File: config.mk
export PLATFORM = sky130hd
export DESIGN_NAME = sec_blk_lut
export DESIGN_NICKNAME = d
export VERILOG_FILES = /design/src/rtl/sblut_pkg.sv /design/src/rtl/sblut_ctl.sv /design/src/rtl/sblut_store.sv /design/src/rtl/sblut_rdpath.sv /design/src/rtl/sec_blk_lut.sv
export SDC_FILE = /design/constraint.sdc
export NUM_CORES = 1
export LEC_CHECK = 0
export ABC_AREA = 0
export BUFFER_PORTS_ARGS = -buffer_cell sky130_fd_sc_hd__buf_2
export CORE_ASPECT_RATIO = 0.5
export CORE_MARGIN = 4
export CORE_UTILIZATION = 55
export CTS_CLUSTER_SIZE = 14
export DETAILED_ROUTE_END_ITERATION = 7
export PLACE_DENSITY = 0.91
export SLEW_MARGIN = 20
export SYNTH_ARGS = -nofsm -noshare
export SYNTH_HDL_FRONTEND = slang
export SYNTH_SLANG_ARGS = --single-unit
File: constraint.sdc
create_clock -name clk -period 7.45 [get_ports clk]
set_clock_uncertainty 0.1 [all_clocks]
set_input_delay 1.49 -clock clk [delete_from_list [all_inputs] [get_ports clk]]
set_output_delay 1.49 -clock clk [all_outputs]
set_load 0.05 [all_outputs]
File: src/rtl/sblut_pkg.sv
package sblut_pkg;

  localparam logic [11:0] OFS_CTRL    = 12'h000;
  localparam logic [11:0] OFS_BMAX    = 12'h010;
  localparam logic [11:0] OFS_BCFG    = 12'h014;
  localparam logic [11:0] OFS_IDX     = 12'h018;
  localparam logic [11:0] OFS_DATA    = 12'h01C;
  localparam logic [11:0] OFS_ID_BASE = 12'hFD0;

  localparam int CTRL_STEP_BIT = 8;
  localparam int CTRL_LOCK_BIT = 31;

  typedef enum logic [2:0] {
    SEL_NONE,
    SEL_CTRL,
    SEL_BMAX,
    SEL_BCFG,
    SEL_IDX,
    SEL_DATA,
    SEL_ID
  } reg_sel_e;

  // Map a byte offset onto the register it names.
  function automatic reg_sel_e decode_sel(input logic [11:0] a);
    reg_sel_e s;
    s = SEL_NONE;
    if (a[1:0] == 2'b00) begin
      if (a >= OFS_ID_BASE) s = SEL_ID;
      else begin
        case (a)
          OFS_CTRL: s = SEL_CTRL;
          OFS_BMAX: s = SEL_BMAX;
          OFS_BCFG: s = SEL_BCFG;
          OFS_IDX:  s = SEL_IDX;
          OFS_DATA: s = SEL_DATA;
          default:  s = SEL_NONE;
        endcase
      end
    end
    return s;
  endfunction

  // Slot number of an identification word, counted from the first one.
  function automatic logic [3:0] id_slot(input logic [11:0] a);
    logic [11:0] d;
    d = a - OFS_ID_BASE;
    return d[5:2];
  endfunction

  // Constant identification contents; slot 4 carries the version code.
  function automatic logic [31:0] id_value(input logic [3:0] slot, input logic [7:0] ver);
    logic [7:0] b;
    case (slot)
      4'd0:    b = 8'h04;
      4'd4:    b = ver;
      4'd5:    b = 8'hB8;
      4'd6:    b = 8'h1B;
      4'd8:    b = 8'h0D;
      4'd9:    b = 8'hF0;
      4'd10:   b = 8'h05;
      4'd11:   b = 8'hB1;
      default: b = 8'h00;
    endcase
    return {24'h0, b};
  endfunction

  // Byte-enable merge of new data into an old word.
  function automatic logic [31:0] merge_bytes(input logic [31:0] old_w,
                                              input logic [31:0] new_w,
                                              input logic [3:0]  strb);
    logic [31:0] r;
    for (int i = 0; i < 4; i++)
      r[i*8 +: 8] = strb[i] ? new_w[i*8 +: 8] : old_w[i*8 +: 8];
    return r;
  endfunction

endpackage

File: src/rtl/sblut_ctl.sv
module sblut_ctl
  import sblut_pkg::*;
#(
  parameter int NUM_WORDS = 8,
  parameter int IW        = $clog2(NUM_WORDS + 1)
) (
  input  logic          clk,
  input  logic          rst_n,
  input  logic          ctrl_we,
  input  logic          idx_we,
  input  logic          data_step,
  input  logic [31:0]   wdata,
  input  logic [3:0]    wstrb,
  output logic          step_en_q,
  output logic          lock_q,
  output logic [IW-1:0] idx_q,
  output logic          idx_adv
);

  localparam logic [31:0] MAX_IDX = 32'(NUM_WORDS - 1);
  localparam logic [IW-1:0] END_IDX = IW'(NUM_WORDS);

  logic [31:0] idx_new;

  assign idx_new = merge_bytes({{(32-IW){1'b0}}, idx_q}, wdata, wstrb);
  assign idx_adv = data_step && step_en_q && (idx_q != END_IDX);

  // Control: auto-step is read/write, lock only ever goes from 0 to 1.
  always_ff @(posedge clk or negedge rst_n) begin
    if (!rst_n) begin
      step_en_q <= 1'b0;
      lock_q    <= 1'b0;
    end else if (ctrl_we) begin
      if (wstrb[1]) step_en_q <= wdata[CTRL_STEP_BIT];
      if (wstrb[3] && wdata[CTRL_LOCK_BIT]) lock_q <= 1'b1;
    end
  end

  // Index: explicit writes beyond the last word are dropped.
  always_ff @(posedge clk or negedge rst_n) begin
    if (!rst_n) begin
      idx_q <= '0;
    end else if (idx_we) begin
      if (idx_new <= MAX_IDX) idx_q <= idx_new[IW-1:0];
    end else if (idx_adv) begin
      idx_q <= idx_q + 1'b1;
    end
  end

endmodule

File: src/rtl/sblut_store.sv
module sblut_store
  import sblut_pkg::*;
#(
  parameter int NUM_WORDS = 8,
  parameter int IW        = $clog2(NUM_WORDS + 1),
  parameter int MAPW      = 32 * NUM_WORDS
) (
  input  logic            clk,
  input  logic            rst_n,
  input  logic            we,
  input  logic [IW-1:0]   widx,
  input  logic [31:0]     wdata,
  input  logic [3:0]      wstrb,
  output logic [MAPW-1:0] map
);

  for (genvar w = 0; w < NUM_WORDS; w++) begin : g_word
    logic [31:0] word_q;
    always_ff @(posedge clk or negedge rst_n) begin
      if (!rst_n) word_q <= '0;
      else if (we && (widx == IW'(w))) word_q <= merge_bytes(word_q, wdata, wstrb);
    end
    assign map[w*32 +: 32] = word_q;
  end

endmodule

File: src/rtl/sblut_rdpath.sv
module sblut_rdpath
  import sblut_pkg::*;
#(
  parameter int NUM_WORDS = 8,
  parameter int BLK_CFG   = 3,
  parameter logic [7:0] VERSION = 8'h60,
  parameter int IW        = $clog2(NUM_WORDS + 1),
  parameter int MAPW      = 32 * NUM_WORDS
) (
  input  logic            clk,
  input  logic            rst_n,
  input  logic            rd_en,
  input  reg_sel_e        sel,
  input  logic [3:0]      slot,
  input  logic [31:0]     ctrl_val,
  input  logic [IW-1:0]   idx,
  input  logic [MAPW-1:0] map,
  output logic            rvalid,
  output logic [31:0]     rdata
);

  logic [31:0] cur_word;
  logic [31:0] rd_next;

  // Word at the current index; zero when the index is past the end.
  always_comb begin
    cur_word = '0;
    for (int w = 0; w < NUM_WORDS; w++)
      if (idx == IW'(w)) cur_word = map[w*32 +: 32];
  end

  always_comb begin
    case (sel)
      SEL_CTRL: rd_next = ctrl_val;
      SEL_BMAX: rd_next = 32'(NUM_WORDS - 1);
      SEL_BCFG: rd_next = 32'(BLK_CFG);
      SEL_IDX:  rd_next = 32'(idx);
      SEL_DATA: rd_next = cur_word;
      SEL_ID:   rd_next = id_value(slot, VERSION);
      default:  rd_next = '0;
    endcase
  end

  always_ff @(posedge clk or negedge rst_n) begin
    if (!rst_n) begin
      rvalid <= 1'b0;
      rdata  <= '0;
    end else begin
      rvalid <= rd_en;
      if (rd_en) rdata <= rd_next;
    end
  end

endmodule

File: src/rtl/sec_blk_lut.sv
module sec_blk_lut
  import sblut_pkg::*;
#(
  parameter int NUM_WORDS = 8,
  parameter int BLK_CFG   = 3,
  parameter logic [7:0] VERSION = 8'h60,
  localparam int IW       = $clog2(NUM_WORDS + 1),
  localparam int MAPW     = 32 * NUM_WORDS
) (
  input  logic            clk,
  input  logic            rst_n,
  input  logic            bus_valid,
  input  logic            bus_write,
  input  logic [11:0]     bus_addr,
  input  logic [31:0]     bus_wdata,
  input  logic [3:0]      bus_wstrb,
  output logic            bus_rvalid,
  output logic [31:0]     bus_rdata,
  output logic [MAPW-1:0] sec_map_o
);

  reg_sel_e      sel;
  logic          step_en_q;
  logic          lock_q;
  logic [IW-1:0] cur_idx;
  logic          idx_adv;
  logic [31:0]   ctrl_val;

  // Named events, also observed by the checker.
  logic wr_acc;
  logic rd_acc;
  logic ctrl_wr_ev;
  logic idx_wr_ev;
  logic lut_wr_ev;
  logic data_step_ev;
  logic idx_in_range;
  logic full_word;

  assign sel          = decode_sel(bus_addr);
  assign wr_acc       = bus_valid && bus_write;
  assign rd_acc       = bus_valid && !bus_write;
  assign full_word    = &bus_wstrb;
  assign idx_in_range = cur_idx < IW'(NUM_WORDS);

  assign ctrl_wr_ev   = wr_acc && (sel == SEL_CTRL) && !lock_q;
  assign idx_wr_ev    = wr_acc && (sel == SEL_IDX)  && !lock_q;
  assign lut_wr_ev    = wr_acc && (sel == SEL_DATA) && !lock_q && idx_in_range;
  assign data_step_ev = (sel == SEL_DATA) &&
                        (rd_acc || (wr_acc && full_word && !lock_q));

  assign ctrl_val = {lock_q, 22'h0, step_en_q, 8'h0};

  sblut_ctl #(.NUM_WORDS(NUM_WORDS), .IW(IW)) u_ctl (
    .clk       (clk),
    .rst_n     (rst_n),
    .ctrl_we   (ctrl_wr_ev),
    .idx_we    (idx_wr_ev),
    .data_step (data_step_ev),
    .wdata     (bus_wdata),
    .wstrb     (bus_wstrb),
    .step_en_q (step_en_q),
    .lock_q    (lock_q),
    .idx_q     (cur_idx),
    .idx_adv   (idx_adv)
  );

  sblut_store #(.NUM_WORDS(NUM_WORDS), .IW(IW), .MAPW(MAPW)) u_store (
    .clk   (clk),
    .rst_n (rst_n),
    .we    (lut_wr_ev),
    .widx  (cur_idx),
    .wdata (bus_wdata),
    .wstrb (bus_wstrb),
    .map   (sec_map_o)
  );

  sblut_rdpath #(.NUM_WORDS(NUM_WORDS), .BLK_CFG(BLK_CFG), .VERSION(VERSION),
                 .IW(IW), .MAPW(MAPW)) u_rd (
    .clk      (clk),
    .rst_n    (rst_n),
    .rd_en    (rd_acc),
    .sel      (sel),
    .slot     (id_slot(bus_addr)),
    .ctrl_val (ctrl_val),
    .idx      (cur_idx),
    .map      (sec_map_o),
    .rvalid   (bus_rvalid),
    .rdata    (bus_rdata)
  );

endmodule

==> summary.md, run 1 <==
| Metric | Value |
|---|---|
| Max_cap viols | 0 |
| Setup TNS | 0 ps |
| Critical path type | primary input to flop |
| CP Data Arrival Time | 4890 ps |
| Hold slack | 380 ps |
| Post-synthesis xor/xnor area fraction | 0% |
| Via count | 12300 |
| Tcrit/Tclk final | 61.2% |
| Sequential area share after synthesis | 52.7% |
| Chip height | 121 um |
| Switching Fraction | 22.9% |
| Compound-Gate Fraction of Synth Area | 13.3% |
| Int Pwr | 2360 uW |
| Synth Area in Simple Gates | 9.93% |
| Ys async rst share | 100% |
| Post-synth top area cell | dfrtp_1 |
| Synth Area in Adders | 1.07% |
| CTS buffer count | 27 |
| Final Critical Period | 4560 ps |
| Post-CTS setup buffers | 0 |
| Post-synth top cells | dfrtp_1, mux2_2, nand2_1 |
| Core ar. | 0.0245 mm2 |
| YS warnings | 0 |
| Post-DP HPWL | 34.1 mm |
| Syn Inst Count | 1182 |
| Avg Inst Size Synth | 11.9 um2 |
| Post-synthesis mux area share | 20.8% |
| Psw | 702 uW |
| Relative slew margins | 24.6% |
| Clk pwr share | 43.8% |
| Hold path depth | 2 |
| Die Wd | 234 um |
| Mapped Area | 0.0140 mm2 |
| Clock latency on the worst-skew pair | 560 ps |
| Final Hold Viols | 0 |
| Antenna Nets Post-Route | 0 |
| Synth area leaders | dfrtp_1, mux2_2, nand2_1 |
| Post-cts sizing count | 0 |
| Total GRT Usage | 33.9% |
| Drt first pass iters | 8 |
| H-Tree Depth | 1 |
| Starting density of the core | 57.2% |
| Combinational power share | 3.8% |
| Share of the synthesized area in the top cell type | 52.7% |
| CTS Sinks | 295 |
| CTS Hold Bufs | 0 |
| Reg clk slew, reported paths | 70 ps |
| Final Net Count | 1568 |
| Vias in the first global route | 12500 |
| Share of layout cells above drive strength 1 | 46.0% |
| Total power | 3060 uW |
| Top_reg_cell synth | dfrtp_1 |
| Lkg Pwr | 0.00906 uW |
| DR iter-0 viols | 1582 |
| IO buf count | 340 |
| Fillers | 1777 |
| Area grow syn2layout | 20.7% |
| Io pins | 341 |
| WP data required | 7790 ps |
| Outcome | completed |
| Drt wl/cell | 26.5 um |
| Die ar. | 0.0283 mm2 |
| Largest net degree at the start of global routing | 132 |
| Via/cell ratio | 6.64 |
| Count leader, synth | dfrtp_1 |
| Area after DPL | 0.0161 mm2 |
| # rows | 40 |
| Unrepaired setup endpoints after global routing | no |
| Non-filler cells, final | 1857 |
| Syn_nets | 1246 |
| TritonCTS clock tree | built |
| Number of synthesized register bits | 295 |
| Netlist cell types | 65 |
| Crit path max fanout | 15 |
| Main combinational cell family by area after synthesis | multiplexers |
| Sequential share of power | 52.3% |
| Setup violators final | 0 |
| Post-synth EDFFs | 0 |
| Fmax | 0.219 GHz |
| Cell area after layout | 0.0169 mm2 |
| DRT Wirelength | 49.2 mm |
| Slew @ Worst Pin | 1120 ps |
| RD Place Congestion | 0.924 |
| Worst Setup End Kind | flop |
| Root buffer cell | clkbuf_16 |
| Startpoint types | primary input |
| VDD IR-drop max | 0.164 mV |
| Initial antenna violation count | 2 |
| Maximum clock insertion buffer count | 3 |
| Fin. max-slew vios | 0 |
| Reg2reg path depth | 8 |
| Worst hold path type | flop to flop |
| # DRC | 0 |
| Pwr Density | 181 mW/mm2 |
| First-pass GRT wire length | 74.2 mm |
| Grt ovf | 0 |
| Placed Instances | 1810 |
-- power by group through the flow --
stage / registers, uW / clock network [uW] / logic [uW]
floorplan: 1630 / 0 / 32.9
global placement: 1630 / 0 / 110
detailed placement: 1630 / 0 / 115
CTS: 1600 / 1350 / 115
global route: 1600 / 1420 / 128
finish: 1600 / 1340 / 117
-- metrics by stage --
stage | utilization [%] | setup WS (ps)
detailed placement | 65.5 | 2410
finish | 69.0 | 2890
global route | 69.0 | 2800
floorplan | - | 3470
CTS | 68.8 | 2970
global placement | 65.5 | 2540
-- state kept, by name, summed over array words and instances, names as in the netlist --
name and cells:
u_ctl.idx_q 4, u_ctl.lock_q 1, u_ctl.step_en_q 1, u_rd.rdata 32, u_rd.rvalid 1, u_store.g_word.word_q 256
-- worst paths after layout --
| check | to | from | slack (ps) |
|---|---|---|---|
| worst min-delay path | u_rd.rdata[10] | u_rd.rdata[10] | 380 |
| min in group asynchronous | u_store.g_word[0].word_q[24] | rst_n | 950 |
| worst min register to register | u_rd.rdata[10] | u_rd.rdata[10] | 380 |
| max in group asynchronous | u_store.g_word[1].word_q[13] | rst_n | 4990 |
| worst max register to register | u_store.g_word[6].word_q[18] | u_ctl.idx_q[0] | 3390 |
| worst max-delay path | u_store.g_word[2].word_q[9] | bus_addr[5] | 2890 |
-- cell families after synthesis --
family          after synthesis
flops                       295
compound gates              285
mux                         259
simple gates                252
buf+inv                      79
fa+ha+maj                    12
-- placed cells by master, fill, tap and decap left out, types with 15 or more instances in the layout --
cell,synthesis,layout
o31ai_1,26,26
nand2_1,113,113
nor2_1,23,23
a221oi_1,29,29
buf_4,1,15
buf_2,3,339
clkbuf_16,0,27
a22oi_1,41,41
mux2_2,254,254
o21ai_0,75,75
a21oi_1,60,60
dfrtp_1,295,295
-- area by class of cell --
type | count | area (um2) | share of cell area [%]
multi-input combinational | 808 | 6370 | 37.6
antenna | 2 | 5.00 | 0.0296
tap | 336 | 420 | 2.48
clock buffer | 41 | 798 | 4.72
clock inverter | 3 | 22.5 | 0.133
sequential | 295 | 7380 | 43.6
timing repair buffer | 358 | 1870 | 11.1
inverter | 14 | 52.6 | 0.311
-- routing by layer --
layer | vias to the layer above | track usage [%] | wire, um
met5 | - | 0 | 0
met4 | 0 | 19.6 | 3370
met3 | 257 | 8.82 | 5650
met2 | 944 | 53.2 | 22500
met1 | 6053 | 42.9 | 17600
li1 | 5070 | - | -
-- critical path, cell delays in order --
cell and delay [ps]:
buf_2 90, inv_1 80, ha_1 210, or3b_2 480
or4_4 460, nor3_4 670, nand3b_1 420, nor2_2 560
mux2_2 410
No activity file was read; power rests on OpenSTA's default activity.
==> run 2: changes to the inputs <==
- ABC_AREA: 0 -> 1
- CORE_UTILIZATION: 55 -> 54
- PLACE_DENSITY: 0.91 -> 0.89
- clock period: 7.45 -> 4.75 ns (I/O delays scaled with it)
==> summary.md, run 2 <==
| Metric | Value |
|---|---|
| Post-DP HPWL | 33.8 mm |
| Share of layout cells above drive strength 1 | 20.4% |
| Top flop regs | u_store.g_word.word_q (256), u_rd.rdata (32), u_ctl.idx_q (4) |
| Post-CTS setup buffers | 0 |
| Die Wd | 239 um |
| Grt ovf | 0 |
| Most common cell after layout, fill and taps aside | nand2_1 |
| H-Tree Depth | 1 |
| IO buf count | 340 |
| Int Pwr | 3700 uW |
| Share of the synthesized area in the top cell type | 51.3% |
| Clock latency on the worst-skew pair | 560 ps |
| Io pins | 341 |
| Count leader, synth | nand2_1 |
| Via/cell ratio | 5.72 |
| Post-cts sizing count | 0 |
| Antenna Nets Post-Route | 0 |
| TritonCTS clock tree | built |
| Setup violators final | 0 |
| Reg2reg path depth | 9 |
| Vias in the first global route | 13500 |
| YS warnings | 0 |
| Relative slew margins | 23.0% |
| Ys async rst share | 100% |
| Fin. max-slew vios | 0 |
| Post-synth top area cell | dfrtp_1 |
| Critical path type | primary input to flop |
| Fillers | 2098 |
| Initial antenna violation count | 0 |
| Clk pwr share | 43.6% |
| Root buffer cell | clkbuf_16 |
| Via count | 14500 |
| Final Hold Viols | 0 |
| Avg Inst Size Synth | 7.63 um2 |
| Largest Register | u_store.g_word.word_q |
| CP Data Arrival Time | 3810 ps |
| Post-synth EDFFs | 0 |
| RD Place Congestion | 0.939 |
| Number of synthesized register bits | 295 |
| Switching Fraction | 22.6% |
| Syn_nets | 1948 |
| Core ar. | 0.0257 mm2 |
| Final Net Count | 2244 |
| Area grow syn2layout | 19.1% |
| Slew @ Worst Pin | 1150 ps |
| Combinational power share | 3.8% |
| Drt wl/cell | 19.1 um |
| Hold slack | 350 ps |
| Crit path max fanout | 32 |
| Starting density of the core | 55.9% |
| Crit path from | bus_addr[2] |
| Unrepaired setup endpoints after global routing | no |
| Worst r2r src | u_ctl.idx_q[2] |
| Outcome | completed |
| Startpoint types | primary input |
| Worst Setup End Kind | flop |
| Netlist cell types | 29 |
| Max_cap viols | 0 |
| CTS Sinks | 295 |
| Worst hold path type | primary input to asynchronous set/reset pin |
| # rows | 41 |
| CTS Hold Bufs | 0 |
| Final Critical Period | 3460 ps |
| First-pass GRT wire length | 75.0 mm |
| Mapped Area | 0.0144 mm2 |
| Total GRT Usage | 32.3% |
| Die ar. | 0.0295 mm2 |
| # DRC | 0 |
| Most frequent cells in the layout | nand2_1, buf_2, dfrtp_1, o21ai_1, nor2_1 |
| DR iter-0 viols | 1816 |
| Sequential area share after synthesis | 51.3% |
| Post-synth top cells | nand2_1, dfrtp_1, o21ai_1 |
| Drt first pass iters | 6 |
| Syn Inst Count | 1884 |
| Tcrit/Tclk final | 72.8% |
| Antenna cells | 0 |
| Chip height | 123 um |
| Fmax | 0.289 GHz |
| WP data required | 5110 ps |
| Largest register FFs | 256 |
| Top_reg_cell synth | dfrtp_1 |
| VDD IR-drop max | 0.240 mV |
| Sequential share of power | 52.5% |
| CTS buffer count | 26 |
| Setup TNS | 0 ps |
| Largest net degree at the start of global routing | 120 |
| Lkg Pwr | 0.00973 uW |
| Maximum clock insertion buffer count | 3 |
| Pwr Density | 279 mW/mm2 |
| DRT Wirelength | 48.4 mm |
| Synth area leaders | dfrtp_1, nand2_1, o21ai_1 |
| Reg clk slew, reported paths | 60 ps |
| Psw | 1080 uW |
-- run 2: cell count changes in the layout (fill, tap and decap cells not counted), moves of 41 or more --
cell     before  now
nand2_1     113  709
a21oi_1      60    3
o21ai_1       0  257
inv_1        11  116
nand3_1       4   90
mux2_2      254    0
nor2_1       23  161
a22oi_1      41    0
-- run 2: power by group through the flow --
| stage | registers [uW] | clock network [uW] | logic, uW |
|---|---|---|---|
| finish | 2510 | 2090 | 184 |
| global route | 2510 | 2210 | 205 |
| CTS | 2510 | 2110 | 184 |
| detailed placement | 2560 | 0 | 183 |
| global placement | 2560 | 0 | 182 |
| floorplan | 2560 | 0 | 63.6 |
-- run 2: worst paths after layout --
kind                                                end  slack, ps
hold reg to reg                          u_rd.rdata[25]        370
hold / removal             u_store.g_word[1].word_q[14]        350
max in group asynchronous                 u_rd.rdata[5]       3080
setup / recovery           u_store.g_word[2].word_q[27]       1290
setup reg to reg                         u_rd.rdata[30]       1360
min in group clk                         u_rd.rdata[25]        370
-- run 2: area by class of cell --
type,count,area [um2],share of cell area (%)
Clock buffer,36,718,4.19
Multi-Input combinational cell,1376,6170,36.1
Sequential cell,295,7380,43.1
Tap cell,344,430,2.51
Inverter,124,465,2.72
Timing Repair Buffer,357,1860,10.9
Clock inverter,5,86.3,0.504
-- run 2: cells by family after synthesis --
logic type / synth area share, %
AOI/OAI and AO/OA: 11.9
and+or+nand+nor: 29.8
buffers and inverters: 5.82
DFF: 51.3
adders and majority gates: 1.04
xor gates and xnor gates: 0.0609
-- run 2: per-stage QoR --
step | power (uW) | cell area, um2 | setup WS [ps] | std cells | util (%)
3_3_place_gp | 2740 | 16300 | 1000 | 2496 | 63.5
3_5_place_dp | 2740 | 16300 | 833 | 2496 | 63.5
6_report | 4780 | 17100 | 1290 | 2537 | 66.6
4_1_cts | 4800 | 17100 | 1390 | 2537 | 66.6
2_1_floorplan | 2630 | 14400 | 1900 | 1884 | -
5_1_grt | 4930 | 17100 | 1040 | 2537 | 66.6
-- run 2: layer usage --
layer	vias to the layer above	global-route usage, %	routed length, um	part of all wire [%]
li1	6630	-	-	-
met1	6816	43.6	19000	39
met2	856	51.5	22200	46
met3	208	6.04	4490	9.3
met4	0	14.8	2830	5.8
met5	-	0	0	0
-- run 2: critical path, stage by stage --
cell	delay (ps)
buf_2	140
inv_1	100
ha_1	250
nand3_1	100
nand2_1	80
nand2_1	120
nand2_2	170
nand3_2	280
nor3_4	190
buf_4	470
nand3_1	580
o21ai_1	350
==> run 3: changes to the inputs <==
- ABC_AREA: 1 -> 0
- CORE_UTILIZATION: 54 -> 49
- PLACE_DENSITY: 0.89 -> 0.86
- clock period: 4.75 -> 3.18 ns (I/O delays scaled with it)
==> summary.md, run 3 (synthesis results as in run 1) <==
| Metric | Value |
|---|---|
| Root buffer cell | clkbuf_16 |
| HP Start | bus_wdata[6] |
| Critical R2R Capture | u_rd.rdata[16] |
| Switching Fraction | 23.4% |
| Fmax | 0.341 GHz |
| DRT Wirelength | 50.6 mm |
| Maximum clock insertion buffer count | 3 |
| Outcome | completed |
| Setup violators final | 0 |
| Worst Setup End Kind | flop |
| Cell area after layout | 0.0178 mm2 |
| Post-cts sizing count | 0 |
| Grt ovf | 0 |
| Final Net Count | 1650 |
| Int Pwr | 5520 uW |
| Chip height | 128 um |
| Via count | 12800 |
| VDD IR-drop max | 0.371 mV |
| Share of layout cells above drive strength 1 | 48.7% |
| H-Tree Depth | 1 |
| Max_cap viols | 0 |
| # DRC | 0 |
| Drt first pass iters | 8 |
| RD Place Congestion | 0.911 |
| Drt wl/cell | 25.4 um |
| Io pins | 341 |
| Slew @ Worst Pin | 765 ps |
| Fin. max-slew vios | 0 |
| Relative slew margins | 48.8% |
| Antenna Nets Post-Route | 0 |
| WP data required | 3520 ps |
| Reg clk slew, reported paths | 70 ps |
| Die ar. | 0.0315 mm2 |
| Combinational power share | 4.4% |
| Clk pwr share | 43.5% |
| Pwr Density | 405 mW/mm2 |
| Hold path depth | 2 |
| Unrepaired setup endpoints after global routing | no |
| Reg2reg path depth | 11 |
| DR iter-0 viols | 1696 |
| Post-CTS setup buffers | 0 |
| Vias in the first global route | 12900 |
| Area grow syn2layout | 26.8% |
| Worst r2r src | u_ctl.idx_q[0] |
| Most frequent cells in the layout | buf_2, dfrtp_1, mux2_2, nand2_1, buf_4 |
| Worst hold path type | primary input to flop |
| Startpoint types | primary input |
| Largest register FFs | 256 |
| Sequential share of power | 52.1% |
| R2R Setup Slk | 340 ps |
| Hold path endpoint | u_store.g_word[6].word_q[6] |
| Core ar. | 0.0279 mm2 |
| Final Hold Viols | 0 |
| Area after DPL | 0.0169 mm2 |
| Total power | 7200 uW |
| Final Critical Period | 2940 ps |
| First-pass GRT wire length | 76.9 mm |
| Post-DP HPWL | 35.8 mm |
| Crit path max fanout | 6 |
| Lkg Pwr | 0.00953 uW |
| Finished Core Util | 63.7% |
| Total GRT Usage | 31.4% |
| Via/cell ratio | 6.42 |
| CTS Sinks | 295 |
| Critical path type | primary input to flop |
| Psw | 1680 uW |
| Die Wd | 247 um |
| CTS Hold Bufs | 1 |
| Largest net degree at the start of global routing | 81 |
| IO buf count | 340 |
| CTS buffer count | 27 |
| TritonCTS clock tree | built |
| Tcrit/Tclk final | 92.3% |
| Top flop regs | u_store.g_word.word_q (256), u_rd.rdata (32), u_ctl.idx_q (4) |
| # rows | 43 |
| Initial antenna violation count | 3 |
| Fillers | 2049 |
| Most common cell after layout, fill and taps aside | buf_2 |
| Starting density of the core | 50.2% |
| Largest Register | u_store.g_word.word_q |
| Clock latency on the worst-skew pair | 560 ps |
| CP Data Arrival Time | 3280 ps |
run 3: cell types whose count changed in the layout (fill, tap and decap cells not counted), moves of 86 or more:
| cell | change |
|---|---|
| nand3_1 | -86 |
| nor2_1 | -138 |
| nand2_1 | -596 |
| o21ai_1 | -257 |
| mux2_2 | +254 |
| inv_1 | -104 |
run 3: power by group through the flow:
stage / logic, uW / registers [uW] / clock network [uW]
global placement: 304 / 3820 / 0
global route: 344 / 3750 / 3300
CTS: 313 / 3750 / 3140
finish: 314 / 3750 / 3140
detailed placement: 310 / 3820 / 0
floorplan: 77.1 / 3830 / 0
run 3: final cells by class:
type                            count  area [um2]  area share [%]
Clock inverter                      7        45.0           0.253
Sequential cell                   295        7380            41.5
Multi-Input combinational cell    808        6370            35.8
Timing Repair Buffer              440        2680            15.1
Inverter                           14        52.6           0.295
Tap cell                          382         478            2.69
Antenna cell                        3        7.51          0.0422
Clock buffer                       40         774            4.35
run 3: worst max path at each step:
| stage | startpoint | endpoint | slack, ps | depth (start not counted) |
|---|---|---|---|---|
| finish | bus_addr[5] | u_store.g_word[2].word_q[30] | 240 | 10 |
| global route | bus_addr[5] | u_store.g_word[2].word_q[1] | 180 | 10 |
| CTS | bus_addr[5] | u_store.g_word[2].word_q[30] | 330 | 10 |
| detailed placement | bus_addr[5] | u_store.g_word[2].word_q[30] | -250 | 10 |
| global placement | bus_addr[5] | u_store.g_word[2].word_q[28] | -160 | 10 |
| floorplan | bus_addr[5] | u_store.g_word[7].word_q[4] | 50 | 9 |
run 3: worst max-delay path, stage by stage:
cell and delay, ps:
buf_2 90, inv_1 60, ha_1 180, or3b_2 470, or4_4 480, nor3_4 280
nand3b_1 340, nor2_2 200, buf_4 190, mux2_2 360
run 3: per-layer routing:
layer | GRT usage [%] | routed length, um
met2 | 50.7 | 23800
met1 | 39.9 | 18600
met5 | 0 | 0
met3 | 7.28 | 4890
met4 | 16.6 | 3320
run 3: through the flow:
| step | instances | hold WS (ps) | setup TNS (ps) | worst slack, ps |
|---|---|---|---|---|
| 6_report | 1989 | 334 | 0 | 243 |
| 5_1_grt | 1989 | 348 | 0 | 181 |
| 4_1_cts | 1986 | 327 | 0 | 326 |
| 3_5_place_dp | 1938 | 369 | -27590 | -245 |
| 3_3_place_gp | 1938 | 356 | -17760 | -164 |
| 2_1_floorplan | 1182 | 240 | 0 | 54.7 |
